==> src/rtl/pm_pkg.sv <==
`timescale 1ns/1ps
package pm_pkg;
   typedef enum logic [2:0] {
      MC_NOP         = 3'd0,
      MC_TX_ALLOC    = 3'd1,
      MC_RESET       = 3'd2,
      MC_RX_POP      = 3'd3,
      MC_RX_POP_FREE = 3'd4,
      MC_RELEASE     = 3'd5,
      MC_TX_ENQ      = 3'd6,
      MC_TX_CLR      = 3'd7
   } mmu_cmd_e;

   localparam int IB_RCV   = 0;
   localparam int IB_TX    = 1;
   localparam int IB_TXE   = 2;
   localparam int IB_ALLOC = 3;

   localparam logic [7:0] ACK_CLEARABLE = 8'hD6;
   localparam logic [7:0] NO_PAGE       = 8'h80;
   localparam logic [7:0] STATUS_RST    = 8'h04;
endpackage

==> src/rtl/pm_queue.sv <==
`timescale 1ns/1ps
module pm_queue #(
   parameter int DEPTH = 4,
   parameter int W     = 2,
   localparam int QCW  = $clog2(DEPTH + 1)
) (
   input  logic           clk,
   input  logic           rst_n,
   input  logic           clr,
   input  logic           push,
   input  logic [W-1:0]   din,
   input  logic           pop,
   output logic [W-1:0]   head,
   output logic [QCW-1:0] count,
   output logic [QCW-1:0] count_nxt,
   output logic           empty,
   output logic           full
);
   generate
      if (DEPTH < 1) begin : g_bad_depth
         $error("pm_queue: DEPTH must be at least 1");
      end
      if (W < 1) begin : g_bad_width
         $error("pm_queue: W must be at least 1");
      end
   endgenerate

   logic [DEPTH-1:0][W-1:0] ent;
   logic                    pop_ok, push_ok;
   logic [QCW-1:0]          wp;

   assign empty = (count == '0);
   assign full  = (count == QCW'(DEPTH));
   assign head  = ent[0];

   always_comb begin
      pop_ok    = pop && !empty && !clr;
      push_ok   = push && !clr && (!full || pop_ok);
      wp        = count - QCW'(pop_ok);
      count_nxt = clr ? '0 : (count - QCW'(pop_ok) + QCW'(push_ok));
   end

   always_ff @(posedge clk or negedge rst_n) begin
      if (!rst_n) begin
         count <= '0;
         ent   <= '0;
      end else begin
         count <= count_nxt;
         for (int i = 0; i < DEPTH; i++) begin
            if (push_ok && wp == QCW'(i))
               ent[i] <= din;
            else if (pop_ok && i < DEPTH - 1)
               ent[i] <= ent[(i < DEPTH - 1) ? i + 1 : i];
         end
      end
   end

   AST_NO_OVERFLOW: assert property (@(posedge clk) disable iff (!rst_n)
      count <= QCW'(DEPTH));
   AST_FULL_DROP: assert property (@(posedge clk) disable iff (!rst_n)
      (push && full && !pop && !clr) |=> (full && $stable(head)));
endmodule

==> src/rtl/pm_alloc.sv <==
`timescale 1ns/1ps
module pm_alloc #(
   parameter int NPAGES = 4,
   localparam int PW    = (NPAGES > 1) ? $clog2(NPAGES) : 1,
   localparam int CW    = $clog2(NPAGES + 1)
) (
   input  logic              clk,
   input  logic              rst_n,
   input  logic              clr,
   input  logic              rx_try,
   input  logic              tx_try,
   input  logic [NPAGES-1:0] rel_mask,
   output logic              rx_ok,
   output logic [PW-1:0]     rx_page,
   output logic              tx_ok,
   output logic [PW-1:0]     tx_page,
   output logic              all_used,
   output logic [CW-1:0]     used_cnt
);
   generate
      if (NPAGES < 1 || NPAGES > 127) begin : g_bad_pages
         $error("pm_alloc: NPAGES must lie in 1..127");
      end
   endgenerate

   localparam logic [NPAGES-1:0] ONE = NPAGES'(1);

   logic [NPAGES-1:0] used_map, free1, free2, take;
   logic [PW:0]       pick1, pick2;

   function automatic logic [PW:0] lowest(input logic [NPAGES-1:0] v);
      logic [PW:0] r;
      r = '0;
      for (int i = NPAGES - 1; i >= 0; i--)
         if (v[i]) r = {1'b1, PW'(i)};
      return r;
   endfunction

   always_comb begin
      free1   = ~used_map;
      pick1   = lowest(free1);
      rx_ok   = rx_try && pick1[PW] && !clr;
      rx_page = pick1[PW-1:0];
      free2   = free1 & ~(rx_ok ? (ONE << rx_page) : '0);
      pick2   = lowest(free2);
      tx_ok   = tx_try && pick2[PW] && !clr;
      tx_page = pick2[PW-1:0];
      take    = (rx_ok ? (ONE << rx_page) : '0) | (tx_ok ? (ONE << tx_page) : '0);
      all_used = &used_map;
      used_cnt = '0;
      for (int i = 0; i < NPAGES; i++)
         used_cnt = used_cnt + CW'(used_map[i]);
   end

   always_ff @(posedge clk or negedge rst_n) begin
      if (!rst_n)
         used_map <= '0;
      else if (clr)
         used_map <= '0;
      else
         used_map <= (used_map & ~rel_mask) | take;
   end

   AST_DISTINCT_GRANT: assert property (@(posedge clk) disable iff (!rst_n)
      (rx_ok && tx_ok) |-> (rx_page != tx_page));
   AST_RX_TAKES_PAGE: assert property (@(posedge clk) disable iff (!rst_n)
      rx_ok |=> used_map[$past(rx_page)]);
endmodule

==> src/rtl/pm_irq.sv <==
`timescale 1ns/1ps
module pm_irq
   import pm_pkg::*;
(
   input  logic       clk,
   input  logic       rst_n,
   input  logic [7:0] set_bits,
   input  logic [7:0] clr_bits,
   input  logic       mask_we,
   input  logic [7:0] mask_val,
   output logic [7:0] status,
   output logic [7:0] mask,
   output logic       irq
);
   always_ff @(posedge clk or negedge rst_n) begin
      if (!rst_n) begin
         status <= STATUS_RST;
         mask   <= '0;
      end else begin
         status <= (status & ~clr_bits) | set_bits;
         if (mask_we) mask <= mask_val;
      end
   end

   assign irq = |(status & mask);

   AST_MASK_LOAD: assert property (@(posedge clk) disable iff (!rst_n)
      mask_we |=> (mask == $past(mask_val)));
   AST_SET_WINS: assert property (@(posedge clk) disable iff (!rst_n)
      (set_bits != '0) |=> ((status & $past(set_bits)) == $past(set_bits)));
endmodule

==> src/rtl/pktpage_mmu.sv <==
`timescale 1ns/1ps
module pktpage_mmu
   import pm_pkg::*;
#(
   parameter int NPAGES = 4,
   parameter int QDEPTH = NPAGES,
   localparam int PW    = (NPAGES > 1) ? $clog2(NPAGES) : 1,
   localparam int CW    = $clog2(NPAGES + 1),
   localparam int QCW   = $clog2(QDEPTH + 1)
) (
   input  logic          clk,
   input  logic          rst_n,
   input  logic          cmd_we,
   input  logic [2:0]    cmd_op,
   input  logic [PW-1:0] pkt_sel,
   input  logic          auto_release,
   input  logic          rx_enable,
   input  logic          rx_hold,
   input  logic          rx_req,
   output logic          rx_grant,
   output logic [PW-1:0] rx_page,
   output logic          rx_gate,
   output logic          tx_req,
   output logic [PW-1:0] tx_page,
   input  logic          tx_done,
   input  logic          ack_we,
   input  logic [7:0]    ack_val,
   input  logic          mask_we,
   input  logic [7:0]    mask_val,
   output logic [7:0]    alloc_result,
   output logic [7:0]    done_head,
   output logic [7:0]    rx_head,
   output logic [CW-1:0] pages_used,
   output logic [7:0]    int_status,
   output logic [7:0]    int_mask,
   output logic          irq
);
   generate
      if (QDEPTH < 1) begin : g_bad_qdepth
         $error("pktpage_mmu: QDEPTH must be at least 1");
      end
   endgenerate

   localparam logic [NPAGES-1:0] ONE = NPAGES'(1);

   mmu_cmd_e          cmd;
   logic              do_reset, q_clr, rx_pop, rx_free, alloc_cmd;
   logic              rx_try, tx_try, tx_ok, all_used, tx_fire, alloc_pend;
   logic [PW-1:0]     tx_alloc_page;
   logic [NPAGES-1:0] rel_mask;
   logic [7:0]        set_bits, clr_bits;

   logic [PW-1:0]  rxq_head, txq_head, dq_head;
   logic [QCW-1:0] rxq_cnt, rxq_nxt, txq_cnt, txq_nxt, dq_cnt, dq_nxt;
   logic           rxq_empty, rxq_full, txq_empty, txq_full, dq_empty, dq_full;

   always_comb begin
      cmd       = cmd_we ? mmu_cmd_e'(cmd_op) : MC_NOP;
      do_reset  = (cmd == MC_RESET);
      q_clr     = do_reset || (cmd == MC_TX_CLR);
      alloc_cmd = (cmd == MC_TX_ALLOC);
      rx_pop    = (cmd == MC_RX_POP) || (cmd == MC_RX_POP_FREE);
      rx_free   = (cmd == MC_RX_POP_FREE) && !rxq_empty;
      rx_try    = rx_req && rx_enable && !rx_hold && !rxq_full && !do_reset;
      tx_try    = alloc_cmd || alloc_pend;
      tx_fire   = tx_done && !txq_empty && !q_clr;
      rel_mask  = (rx_free ? (ONE << rxq_head) : '0)
                | ((cmd == MC_RELEASE) ? (ONE << pkt_sel) : '0)
                | ((tx_fire && auto_release) ? (ONE << txq_head) : '0);
      rx_gate   = !rx_enable || rx_hold || (!all_used && !rxq_full);
   end

   pm_alloc #(.NPAGES(NPAGES)) u_alloc (
      .clk      (clk),
      .rst_n    (rst_n),
      .clr      (do_reset),
      .rx_try   (rx_try),
      .tx_try   (tx_try),
      .rel_mask (rel_mask),
      .rx_ok    (rx_grant),
      .rx_page  (rx_page),
      .tx_ok    (tx_ok),
      .tx_page  (tx_alloc_page),
      .all_used (all_used),
      .used_cnt (pages_used)
   );

   pm_queue #(.DEPTH(QDEPTH), .W(PW)) u_rxq (
      .clk(clk), .rst_n(rst_n), .clr(do_reset),
      .push(rx_grant), .din(rx_page), .pop(rx_pop),
      .head(rxq_head), .count(rxq_cnt), .count_nxt(rxq_nxt),
      .empty(rxq_empty), .full(rxq_full)
   );

   pm_queue #(.DEPTH(QDEPTH), .W(PW)) u_txq (
      .clk(clk), .rst_n(rst_n), .clr(q_clr),
      .push(cmd == MC_TX_ENQ), .din(pkt_sel), .pop(tx_fire),
      .head(txq_head), .count(txq_cnt), .count_nxt(txq_nxt),
      .empty(txq_empty), .full(txq_full)
   );

   pm_queue #(.DEPTH(QDEPTH), .W(PW)) u_doneq (
      .clk(clk), .rst_n(rst_n), .clr(q_clr),
      .push(tx_fire && !auto_release), .din(txq_head),
      .pop(ack_we && ack_val[IB_TX]),
      .head(dq_head), .count(dq_cnt), .count_nxt(dq_nxt),
      .empty(dq_empty), .full(dq_full)
   );

   always_ff @(posedge clk or negedge rst_n) begin
      if (!rst_n) begin
         alloc_pend   <= 1'b0;
         alloc_result <= '0;
      end else if (do_reset) begin
         alloc_pend   <= 1'b0;
         alloc_result <= '0;
      end else if (tx_ok) begin
         alloc_pend   <= 1'b0;
         alloc_result <= 8'(tx_alloc_page);
      end else if (alloc_cmd) begin
         alloc_pend   <= 1'b1;
         alloc_result <= NO_PAGE;
      end
   end

   always_comb begin
      set_bits           = '0;
      set_bits[IB_RCV]   = rx_grant || (rx_pop && rxq_nxt != '0);
      set_bits[IB_TX]    = (dq_nxt != '0);
      set_bits[IB_TXE]   = (txq_nxt == '0);
      set_bits[IB_ALLOC] = tx_ok;
      clr_bits           = ack_we ? (ack_val & ACK_CLEARABLE) : '0;
      clr_bits[IB_RCV]   = rx_pop && rxq_nxt == '0;
      clr_bits[IB_ALLOC] = alloc_cmd;
   end

   pm_irq u_irq (
      .clk      (clk),
      .rst_n    (rst_n),
      .set_bits (set_bits),
      .clr_bits (clr_bits),
      .mask_we  (mask_we),
      .mask_val (mask_val),
      .status   (int_status),
      .mask     (int_mask),
      .irq      (irq)
   );

   assign tx_req    = !txq_empty;
   assign tx_page   = txq_head;
   assign rx_head   = rxq_empty ? NO_PAGE : 8'(rxq_head);
   assign done_head = dq_empty ? NO_PAGE : 8'(dq_head);

   AST_TXE_WHEN_EMPTY: assert property (@(posedge clk) disable iff (!rst_n)
      txq_empty |-> int_status[IB_TXE]);
   AST_TX_WHEN_DONE: assert property (@(posedge clk) disable iff (!rst_n)
      !dq_empty |-> int_status[IB_TX]);
   AST_PEND_RESULT: assert property (@(posedge clk) disable iff (!rst_n)
      alloc_pend |-> (alloc_result == NO_PAGE));
   AST_RX_REFUSED: assert property (@(posedge clk) disable iff (!rst_n)
      (all_used || rxq_full) |-> !rx_grant);
   AST_RCV_TRACKS: assert property (@(posedge clk) disable iff (!rst_n)
      (rx_pop && !rx_grant && rxq_cnt == QCW'(1)) |=> !int_status[IB_RCV]);
endmodule

==> config.mk <==
export PLATFORM = sky130hd
export DESIGN_NAME = pktpage_mmu
export DESIGN_NICKNAME = d
export VERILOG_FILES = /design/src/rtl/pm_pkg.sv /design/src/rtl/pm_queue.sv /design/src/rtl/pm_alloc.sv /design/src/rtl/pm_irq.sv /design/src/rtl/pktpage_mmu.sv
export SDC_FILE = /design/constraint.sdc
export NUM_CORES = 1
export LEC_CHECK = 0
export BUFFER_PORTS_ARGS = -buffer_cell sky130_fd_sc_hd__buf_2
export CAP_MARGIN = 15
export CORE_MARGIN = 3
export CORE_UTILIZATION = 58
export CTS_CLUSTER_DIAMETER = 150
export CTS_CLUSTER_SIZE = 24
export DETAILED_ROUTE_END_ITERATION = 10
export HOLD_SLACK_MARGIN = 0.05
export PLACE_DENSITY = 0.87
export SETUP_SLACK_MARGIN = 0.05
export SYNTH_ARGS = -nofsm -noshare
export SYNTH_HDL_FRONTEND = slang
export SYNTH_SLANG_ARGS = --single-unit
==> constraint.sdc <==
create_clock -name clk -period 5.8 [get_ports clk]
set_input_delay 0.29 -clock clk [delete_from_list [all_inputs] [get_ports clk]]
set_output_delay 0.29 -clock clk [all_outputs]
set_load 0.01 [all_outputs]
==> results.tsv, run 1 <==
metric	value	unit
status	completed	
CP Launch Type	primary input	
ANT nets after route	0	
GRT Total Usage	22.3	%
Hold Crit Class	primary input to asynchronous set/reset pin	
Tightest Pin Transition	0.820	ns
adder-cell share of the synthesized area	5.83	%
compound-cell area share of the yosys netlist	11.6	%
Synthesis Warnings	0	
Worst Path Required	6.01	ns
Iteration-0 DRC Markers	163	
global route overflow	0	
EDFF count, synth	0	
Rows	27	
Arrival @ worst endpoint	3.34	ns
Routed WL	7010	µm
Die Span Y	82.0	µm
Yosys cell types	62	
largest family of logic cells by synthesized area	simple AND/OR/NAND/NOR gates	
Clock transition at path regs	0.10	ns
Port Buf Inserts	62	
reg2reg setup slack	2.84	ns
initial antenna violation count	0	
routed vias/inst	5.70	
CTS root buf	clkbuf_8	
Mapped Cells	327	
Final Net Count	430	
Synth Area in Simple Gates	18.2	%
Max-Cap Viols	0	
maximum buffer depth of the clock tree	2	
fmax	319	MHz
drt first pass iters	4	
largest net degree at the start of global routing	56	
worst-path maximum fanout	8	
ys async rst share	100	%
Routed WL per cell	15.3	µm
GP Congestion	0.786	
Primary FF master, synth	dfrtp_1	
mux contribution to synthesized area	12.5	%
postcts setup bufs	0	
pwr/cell area	410	nW/µm²
Initial Utilization	60.4	%
final setup fails	0	
crit path time final	3.13	ns
setup_tns	0	ns
Fin. Hold Viols	0	
Post-Syn Area	3350	µm²
CTS Sinks	55	
critical path class	primary input to flip-flop	
critical path's slowest cell	nor3_1	
post-layout util	67.0	%
relative slew slack	44.9	%
RSZ-0062 raised after global routing	no	
number of global-route vias before repair	2542	
die area	6720	µm²
vias	2604	
share of cells above drive strength 1	27.5	%
# DRC	0	
syn avg cell area	10.2	µm²
Worst path max stage delay	0.67	ns
xor and xnor area share after synthesis	1.83	%
start of the worst register-to-register path	u_txq.count[2]	
cells on worst reg2reg path	11	
first-pass GRT wire length	11600	µm
hpwl dp	5330	µm
worst clock skew	0.00664	ns
die width	82.0	µm
worst hold slack	0.0935	ns
CP Capture Type	flip-flop	
ant diodes	0	
Final Max Tran Viols	0	
synthesis-stage register bit count	55	
I/O Pins	82	
Pwr Total	0.00152	W
critical path, cell by cell	buf_2 > and2b_2 > nor3_1 > nor3_2 > ha_1 > ha_1 > xor2_1 > or3_1 > nor3_1 > mux2_2	
R2R Path End	u_irq.status[2]	
Tcrit/Tclk final	54.0	%
fin cells	457	
H-tree levels	2	
cts hold-fix bufs	0	
core area	5540	µm²
VDD IR max	0.235	mV
DP Cell Count	449	
register area share after synthesis	41.2	%
CTS tree	done	
LEAKAGE	1.89	nW
cts bufs inserted	5	
Resized cells post-CTS	0	
Skew-Pair Late Insertion Delay	0.31	ns
synthesis-to-layout area growth	10.8	%
==> cell usage in the layout, fill, tap and decap left out, types with 5 or more instances in the layout <==
master	Yosys	routed
nor2b_1	8	8
o21ai_0	9	9
nand2_1	23	23
nand3_1	10	10
clkbuf_8	2	5
ha_1	14	14
buf_2	0	62
a21oi_1	15	15
mux2i_1	26	26
nor3_1	8	8
dfrtp_1	54	54
conb_1	1	16
mux2_2	14	14
nor2_1	21	21
a31oi_1	5	5
inv_1	22	22
==> logic make-up after synthesis <==
kind of cell,Yosys count
AND/OR/NAND/NOR,104
adder cells (fa/ha/maj),15
flip-flops,55
multiplexers,40
other,1
XOR/XNOR,7
AO/OA/AOI/OAI,55
buffers and inverters,50
==> metal layers <==
layer	wire length, µm	global-route usage [%]
met1	2890	26.9
met5	0	0
met3	388	5.15
met4	45	3.32
met2	3690	41.0
==> critical path: cells and delay by family <==
| kind | cells | cell delay [ns] |
|---|---|---|
| simple gates | 5 | 1.87 |
| mux | 1 | 0.38 |
| buf+inv | 1 | 0.15 |
| xor+xnor | 1 | 0.16 |
| fa+ha+maj | 2 | 0.47 |
==> cell usage after synthesis (all sizes together), types with 4 or more instances <==
cell type / number / area [µm²]
dfrtp: 54 / 1350
mux2i: 26 / 260
buf: 23 / 173
nand2: 23 / 86.3
inv: 22 / 82.6
nor2: 21 / 78.8
a21oi: 16 / 83.8
ha: 14 / 175
mux2: 14 / 158
nor3: 13 / 96.4
nand3: 10 / 50.1
o21ai: 10 / 53.8
nor2b: 8 / 50.1
a31oi: 5 / 31.3
clkbuf: 5 / 40.0
or3: 5 / 32.5
a22oi: 4 / 30.0
and2b: 4 / 35.0
xor2: 4 / 35.0
==> worst max path at each step <==
stage              start             end  cells past startpoint
3_5_place_dp   cmd_op[0]  u_doneq.ent[6]                     10
6_report       cmd_op[0]  u_doneq.ent[6]                     10
3_3_place_gp   cmd_op[0]  u_doneq.ent[7]                     10
4_1_cts        cmd_op[0]  u_doneq.ent[6]                     10
2_1_floorplan  cmd_op[0]  u_doneq.ent[6]                      9
5_1_grt        cmd_op[0]  u_doneq.ent[6]                     10
==> sequential cells by signal, summed over array words and instances, names as in the netlist <==
signal / cells
alloc_result: 3
u_alloc.used_map: 4
u_doneq.count: 3
u_doneq.ent: 6
u_doneq.head: 2
u_irq.mask: 8
u_irq.status: 7
u_rxq.count: 3
u_rxq.ent: 6
u_rxq.head: 2
u_txq.count: 3
u_txq.ent: 6
u_txq.head: 2
==> power breakdown <==
part | total (W) | internal [W] | switching [W] | leakage [nW]
Combinational | 0.000621 | 0.000279 | 0.000341 | 1.14
Clock | 0.000259 | 0.000131 | 0.000128 | 0.0558
Sequential | 0.000641 | 0.000511 | 0.000130 | 0.702
==> through the flow <==
| step | area, µm² | worst slack [ns] |
|---|---|---|
| after floorplan | 3400 | 2.95 |
| after global placement | 3600 | 2.43 |
| after detailed placement | 3600 | 2.33 |
| after CTS | 3710 | 2.65 |
| after global routing | 3710 | 2.52 |
| final | 3710 | 2.67 |
==> area by class of cell <==
| type | count | area, µm² |
|---|---|---|
| clock buffers | 6 | 72.6 |
| clock inverters | 2 | 38.8 |
| fillers | 453 | 1830 |
| inverters | 22 | 82.6 |
| multi-input cells | 237 | 1730 |
| flip-flops and latches | 55 | 1380 |
| well taps | 72 | 90.1 |
| repair buffers | 63 | 318 |
(Power assumes the default switching activity.)
==> run 2, diff against run 1 <==
Settings changed: ABC_AREA set to 1, CORE_UTILIZATION 58 to 54, PLACE_DENSITY 0.87 to 0.81.
Clock period 5.8 ns to 3.28 ns, I/O delays scaled along.
==> run 2 against run 1 <==
Against the previous run:
- critical path depth grew 2
- non-clock buffer count grew 5
- first-iteration DRC count grew 19%
- die area grew 8.0%
- synthesized cell count grew 28%
- cell count grew 23%
- register-to-register slack lost 2.1 ns
- global-route usage shrank 1.1 points
- utilization shrank 2.8 points
- area after synthesis grew 1.2%
- count of clock-buffer cells in the layout is the same
==> results.tsv, run 2 <==
metric	value	unit	change
CP Launch Type	flip-flop		
VDD IR max	0.411	mV	+75%
H-tree levels	2		unchanged
Worst Path Required	3.48	ns	-2.53 ns
most frequent cells in the layout	nand3_1 (65), buf_2 (62), inv_1 (61), nand2_1 (61), dfrtp_1 (54)		
EDFF count, synth	0		unchanged
Tcrit/Tclk final	77.9	%	
GP Congestion	0.890		+13%
multi-input logic area	1660	µm²	-4.1%
worst-path maximum fanout	8		unchanged
routed vias/inst	5.28		-7.3%
xor and xnor area share after synthesis	1.03	%	-0.80 points
pwr/cell area	739	nW/µm²	+80%
Rows	28		+3.7%
final setup margin	0.726	ns	-1.94 ns
Yosys cell types	43		-31%
mux contribution to synthesized area	1.99	%	-10 points
area leader, netlist	dfrtp_1		
cells on worst reg2reg path	12		+1
syn avg cell area	8.10	µm²	-21%
cell with the most instances after synthesis	nand3_1		
synth cell count leaders	nand3_1 (65), inv_1 (61), nand2_1 (61)		
adder-cell share of the synthesized area	5.76	%	-0.069 points
drt first pass iters	4		unchanged
Synth area leaders	dfrtp_1 (40%), nand3_1 (9.6%), inv_1 (6.8%)		
synthesis-stage register bit count	55		unchanged
R2R Path End	u_txq.ent[3]		
LEAKAGE	2.06	nW	+8.5%
Hold Crit Class	primary input to flip-flop		
most flop-heavy register	u_irq.mask		
Arrival @ worst endpoint	2.75	ns	-0.59 ns
Initial Utilization	56.5	%	-3.9 points
Final Net Count	532		+24%
Mapped Cells	418		+28%
initial antenna violation count	0		unchanged
Iteration-0 DRC Markers	194		+19%
CTS tree	done		
CP startpoint	u_txq.count[2]		
die area	7260	µm²	+8.0%
compound-cell area share of the yosys netlist	7.76	%	-3.8 points
hpwl dp	5830	µm	+9.4%
ant diodes	0		unchanged
Tightest Pin Transition	0.557	ns	-0.263 ns
setup_tns	0	ns	unchanged
CTS Sinks	55		unchanged
post-synth top area share	39.9	%	-0.48 points
fmax	392	MHz	
Port Buf Inserts	62		unchanged
Final Max Tran Viols	0		unchanged
vias	2968		+14%
worst clock skew	0.0162	ns	+0.00958 ns
Seq. cell area	1380	µm²	unchanged
most common cell after layout, fill and taps aside	nand3_1		
relative slew slack	62.9	%	+18 points
critical path class	flip-flop to flip-flop		
Fin. Hold Viols	0		unchanged
ANT nets after route	0		unchanged
ys async rst share	100	%	unchanged
RSZ-0062 raised after global routing	no		
Pwr Total	0.00284	W	+87%
Routed WL	7500	µm	+7.1%
Synthesis Warnings	0		unchanged
Synth Area in Simple Gates	30.7	%	+12 points
number of global-route vias before repair	2783		+9.5%
first-pass GRT wire length	12500	µm	+7.3%
Max-Cap Viols	0		unchanged
cts bufs inserted	5		unchanged
share of cells above drive strength 1	21.4	%	-6.2 points
CTS root buf	clkbuf_8		
reg2reg setup slack	0.73	ns	-2.11 ns
status	completed		
Die Span Y	85.2	µm	+3.9%
max reg flops	8		unchanged
start of the worst register-to-register path	u_txq.count[2]		
largest family of logic cells by synthesized area	simple AND/OR/NAND/NOR gates		
CP Capture Type	flip-flop		
GRT Total Usage	21.2	%	-1.1 points
crit path time final	2.55	ns	
Top Registers	u_irq.mask: 8 flops, u_irq.status: 7 flops		
I/O Pins	82		unchanged
largest net degree at the start of global routing	34		-39%
global route overflow	0		unchanged
core area	5990	µm²	+8.1%
Clock transition at path regs	0.11	ns	about the same
# DRC	0		unchanged
Post-Place Worst Slack	0.628	ns	-1.71 ns
Skew-Pair Late Insertion Delay	0.32	ns	about the same
Resized cells post-CTS	0		unchanged
Primary FF master, synth	dfrtp_1		
final setup fails	0		unchanged
die width	85.2	µm	+3.9%
Routed WL per cell	13.4	µm	-13%
maximum buffer depth of the clock tree	2		unchanged
crit path capture	u_txq.ent[3]		
synthesis-to-layout area growth	13.4	%	
register area share after synthesis	40.7	%	-0.49 points
Filler cells	496		+9.5%
Post-Syn Area	3390	µm²	+1.2%
## run 2: cell count changes in the layout (fill, tap and decap cells not counted), moves of 7 or more
| cell | delta |
|---|---|
| mux2_2 | -8 |
| inv_1 | +39 |
| nand3_1 | +55 |
| nand2_1 | +38 |
| nor2b_1 | -8 |
| mux2i_1 | -26 |
| nor2_1 | +18 |
| nand2_2 | +7 |
## run 2: power breakdown
part	switching [W]	leakage [nW]	total, W	internal (W)
Combinational	0.000860	1.31	0.00137	0.000505
Clock	0.000228	0.0474	0.000401	0.000173
Sequential	0.000173	0.699	0.00107	0.000900
## run 2: worst min-delay path by stage
stage | from | end | slack (ns) | cells past startpoint
detailed placement | rst_n | u_doneq.ent[3] | 0.18 | 1
CTS | ack_we | u_irq.status[6] | 0.05 | 2
global route | mask_val[2] | u_irq.mask[2] | 0.07 | 2
finish | mask_val[6] | u_irq.mask[6] | 0.07 | 3
floorplan | rst_n | alloc_result[0] | -0.13 | 0
global placement | rst_n | u_doneq.ent[3] | 0.18 | 1
## run 2: critical path, cell delays in order (launching register included)
cell,delay [ns]
dfrtp_1,0.41
inv_1,0.08
nand3_1,0.14
nand4_4,0.19
clkinv_1,0.24
ha_1,0.26
ha_1,0.18
xor2_1,0.20
nand3b_1,0.21
nor3_2,0.28
inv_1,0.09
nand3_1,0.07
nand3_1,0.07
## run 2: through the flow
stage	instances	hold slack, ns	utilization, %	instance area [µm²]
final	562	0.0701	64.1	3840
after global routing	562	0.0684	64.1	3840
after CTS	561	0.0504	64.0	3830
after detailed placement	549	0.180	61.7	3690
after global placement	549	0.176	61.7	3690
after floorplan	433	-0.132	-	3440
## run 2: layer usage
metal / up-vias / track usage (%) / routed length (µm) / share of wire, %
met2: 64 / 35.7 / 3740 / 50
met5: - / 0 / 0 / 0
met1: 1418 / 28.2 / 3390 / 45
met3: 5 / 4.17 / 304 / 4.1
li1: 1481 / - / - / -
met4: 0 / 5.04 / 65 / 0.87
## run 2: timing repair
| item | CTS | global route |
|---|---|---|
| hold endpoints to repair | 25 | 1 |
| setup buffers | 0 | 0 |
| hold buffers | 4 | 1 |
## run 2: final cells by class
cell class	instances	area share, %
sequential	55	35.9
inverter	65	6.38
clock buffer	6	2.15
clock inverter	2	0.423
timing repair buffer	68	9.57
multi-input combinational	291	43.2
tap	75	2.44
## run 2: cell families after synthesis
family	Yosys count
AO/OA/AOI/OAI	41
XOR/XNOR	4
multiplexers	6
buffers and inverters	87
AND/OR/NAND/NOR	209
adder cells (fa/ha/maj)	15
flip-flops	55
other	1
==> run 3, diff against run 2 <==
Settings changed: ABC_AREA 1 to 0, PLACE_DENSITY 0.81 to 0.82.
Clock period 3.28 ns to 2.46 ns, I/O delays scaled along.
==> run 3 against run 2 <==
Against the previous run:
- sequential share of layout area fell by 2.9 points
- power up 38%
- non-clock buffer count rose by 38
- largest power group unchanged
- register-to-register slack lost 0.65 ns
- clock power rose by 29%
- critical endpoint is now u_irq.status[2]
- highest routed layer unchanged
- maximum frequency increased by 7.3%
- critical path depth fell by 1
- die area down 1.1%
- first-iteration DRC count down 43%
- combinational power increased by 41%
- cell count shrank 10%
==> results.tsv, run 3 (synthesis gave the netlist of run 1 again) <==
metric	value	unit	change
Final Net Count	473		-11%
hpwl dp	5610	µm	-3.7%
met1 Track Usage GR	29.5	%	+1.3 points
die width	84.7	µm	-0.55%
GRT Total Usage	22.6	%	+1.4 points
drt first pass iters	4		unchanged
Tcrit/Tclk final	96.8	%	+19 points
CP bufs+invs	2		-1
worst-path maximum fanout	3		-5
status	completed		
Arrival @ worst endpoint	2.61	ns	-0.14 ns
pwr/cell area	935	nW/µm²	+26%
I/O Pins	82		unchanged
CTS root buf	clkbuf_8		
largest net degree at the start of global routing	55		+62%
Crit path max-delay family	adder cells		
# DRC	0		unchanged
number of global-route vias before repair	2779		-0.14%
critical path class	flip-flop to flip-flop		
fmax	420	MHz	+7.3%
Most Crowded Layer GR	met2		
Post-Place Worst Slack	-0.0254	ns	-0.653 ns
Max-Cap Viols	0		unchanged
CP Launch Type	flip-flop		
fin cells	503		-10%
most frequent cells in the layout	buf_2 (62), dfrtp_1 (53), buf_4 (30), mux2i_1 (26), nand2_1 (22)		
CTS Sinks	55		unchanged
die area	7180	µm²	-1.1%
worst clock skew	0.00399	ns	-0.0122 ns
first-pass GRT wire length	13100	µm	+5.1%
Fin. Hold Viols	0		unchanged
max reg flops	8		unchanged
ANT nets after route	0		unchanged
relative slew slack	60.1	%	-2.8 points
initial antenna violation count	0		unchanged
Tightest Pin Transition	0.594	ns	+0.0368 ns
Die Span Y	84.7	µm	-0.55%
critical path, cell by cell	or3_4 > o311ai_4 > inv_2 > ha_4 > ha_1 > inv_2 > ha_1 > xor2_1 > xnor2_1 > nor2_1 > o31ai_1		
core area	5960	µm²	-0.58%
critical path's slowest cell	or3_4		
Clock transition at path regs	0.10	ns	about the same
Rows	28		unchanged
most common cell after layout, fill and taps aside	buf_2		
CP Capture Type	flip-flop		
Port Buf Inserts	62		unchanged
met2 Usage GRT	39.1	%	+3.3 points
Routed WL	7750	µm	+3.3%
RSZ-0062 raised after global routing	yes		
most flop-heavy register	u_irq.mask		
LEAKAGE	2.11	nW	+2.7%
Routed WL per cell	15.4	µm	+15%
H-tree levels	2		unchanged
ant diodes	0		unchanged
Worst Path Required	2.69	ns	-0.79 ns
synthesis-to-layout area growth	24.9	%	
VDD IR max	0.509	mV	+24%
crit path time final	2.38	ns	-0.173 ns
share of cells above drive strength 1	36.0	%	+15 points
Worst path max stage delay	0.41	ns	about the same
GP Congestion	0.872		-2.0%
setup_tns	0	ns	unchanged
final setup margin	0.0797	ns	-0.647 ns
CTS tree	done		
cts bufs inserted	5		unchanged
DP Cell Count	477		-13%
Skew-Pair Late Insertion Delay	0.31	ns	about the same
final setup fails	0		unchanged
Hold Crit Class	primary input to flip-flop		
Final Max Tran Viols	0		unchanged
Initial Utilization	56.2	%	-0.34 points
routed vias/inst	5.55		+5.1%
met3 GRT Util	3.83	%	-0.35 points
Filler cells	431		-13%
vias	2791		-6.0%
worst hold slack	0.0527	ns	-0.0175 ns
global route overflow	0		unchanged
Iteration-0 DRC Markers	110		-43%
Top Registers	u_irq.mask: 8 flops, u_irq.status: 7 flops		
maximum buffer depth of the clock tree	2		unchanged
post-layout util	70.2	%	+6.0 points
-- run 3: changes by cell type in the layout (fill, tap and decap cells not counted), sizes merged, moves of 5 or more --
cell and delta:
nand3 -56, nand4 -6, dlygate4sd3 +8, a21oi +6
nor2 -25, buf +30, mux2i +26, o211ai -6
nand2 -47, mux2 +8, inv -40, nor2b +8
or3 +5
-- run 3: final timing paths --
check	slack, ns	to	from	depth (start not counted)
worst max register to register	0.08	u_irq.status[2]	u_txq.count[1]	11
max in group asynchronous	1.82	u_irq.status[2]	rst_n	3
min in group asynchronous	0.13	u_irq.mask[5]	rst_n	2
worst min register to register	0.51	u_rxq.ent[7]	u_rxq.ent[7]	1
worst max-delay path	0.08	u_irq.status[2]	u_txq.count[1]	11
worst min-delay path	0.05	u_irq.status[6]	ack_we	2
-- run 3: stage by stage --
step / instance area [µm²] / total power, W
detailed placement: 3860 / 0.00324
global route: 4180 / 0.00424
finish: 4180 / 0.00391
floorplan: 3460 / 0.00269
CTS: 4110 / 0.00382
global placement: 3860 / 0.00316
-- run 3: timing repair --
action | CTS | global route
setup buffers | 1 | 4
resized for setup | 5 | 10
endpoints found under the setup margin | 4 | 15
endpoints found under the hold margin | 65 | 0
hold buffers | 13 | 0
pin swaps | 1 | 3
-- run 3: routing by layer --
| metal | vias to the layer above | share of wire [%] |
|---|---|---|
| li1 | 1331 | - |
| met1 | 1346 | 41 |
| met2 | 101 | 51 |
| met3 | 13 | 5.9 |
| met4 | 0 | 1.7 |
| met5 | - | 0 |
-- run 3: cell type report --
cell class | instances | area (µm²) | share of cell area (%)
multi-input combinational | 237 | 1850 | 44.2
clock inverter | 3 | 23.8 | 0.569
inverter | 22 | 82.6 | 1.98
sequential | 55 | 1380 | 33.0
tap | 75 | 93.8 | 2.24
timing repair buffer | 106 | 686 | 16.4
clock buffer | 5 | 68.8 | 1.65
-- run 3: power by group --
group          switching [W]  total [W]  internal, W
combinational        0.00100    0.00193     0.000925
clock               0.000312   0.000518     0.000206
sequential          0.000253    0.00146      0.00121
total                0.00157    0.00391      0.00234
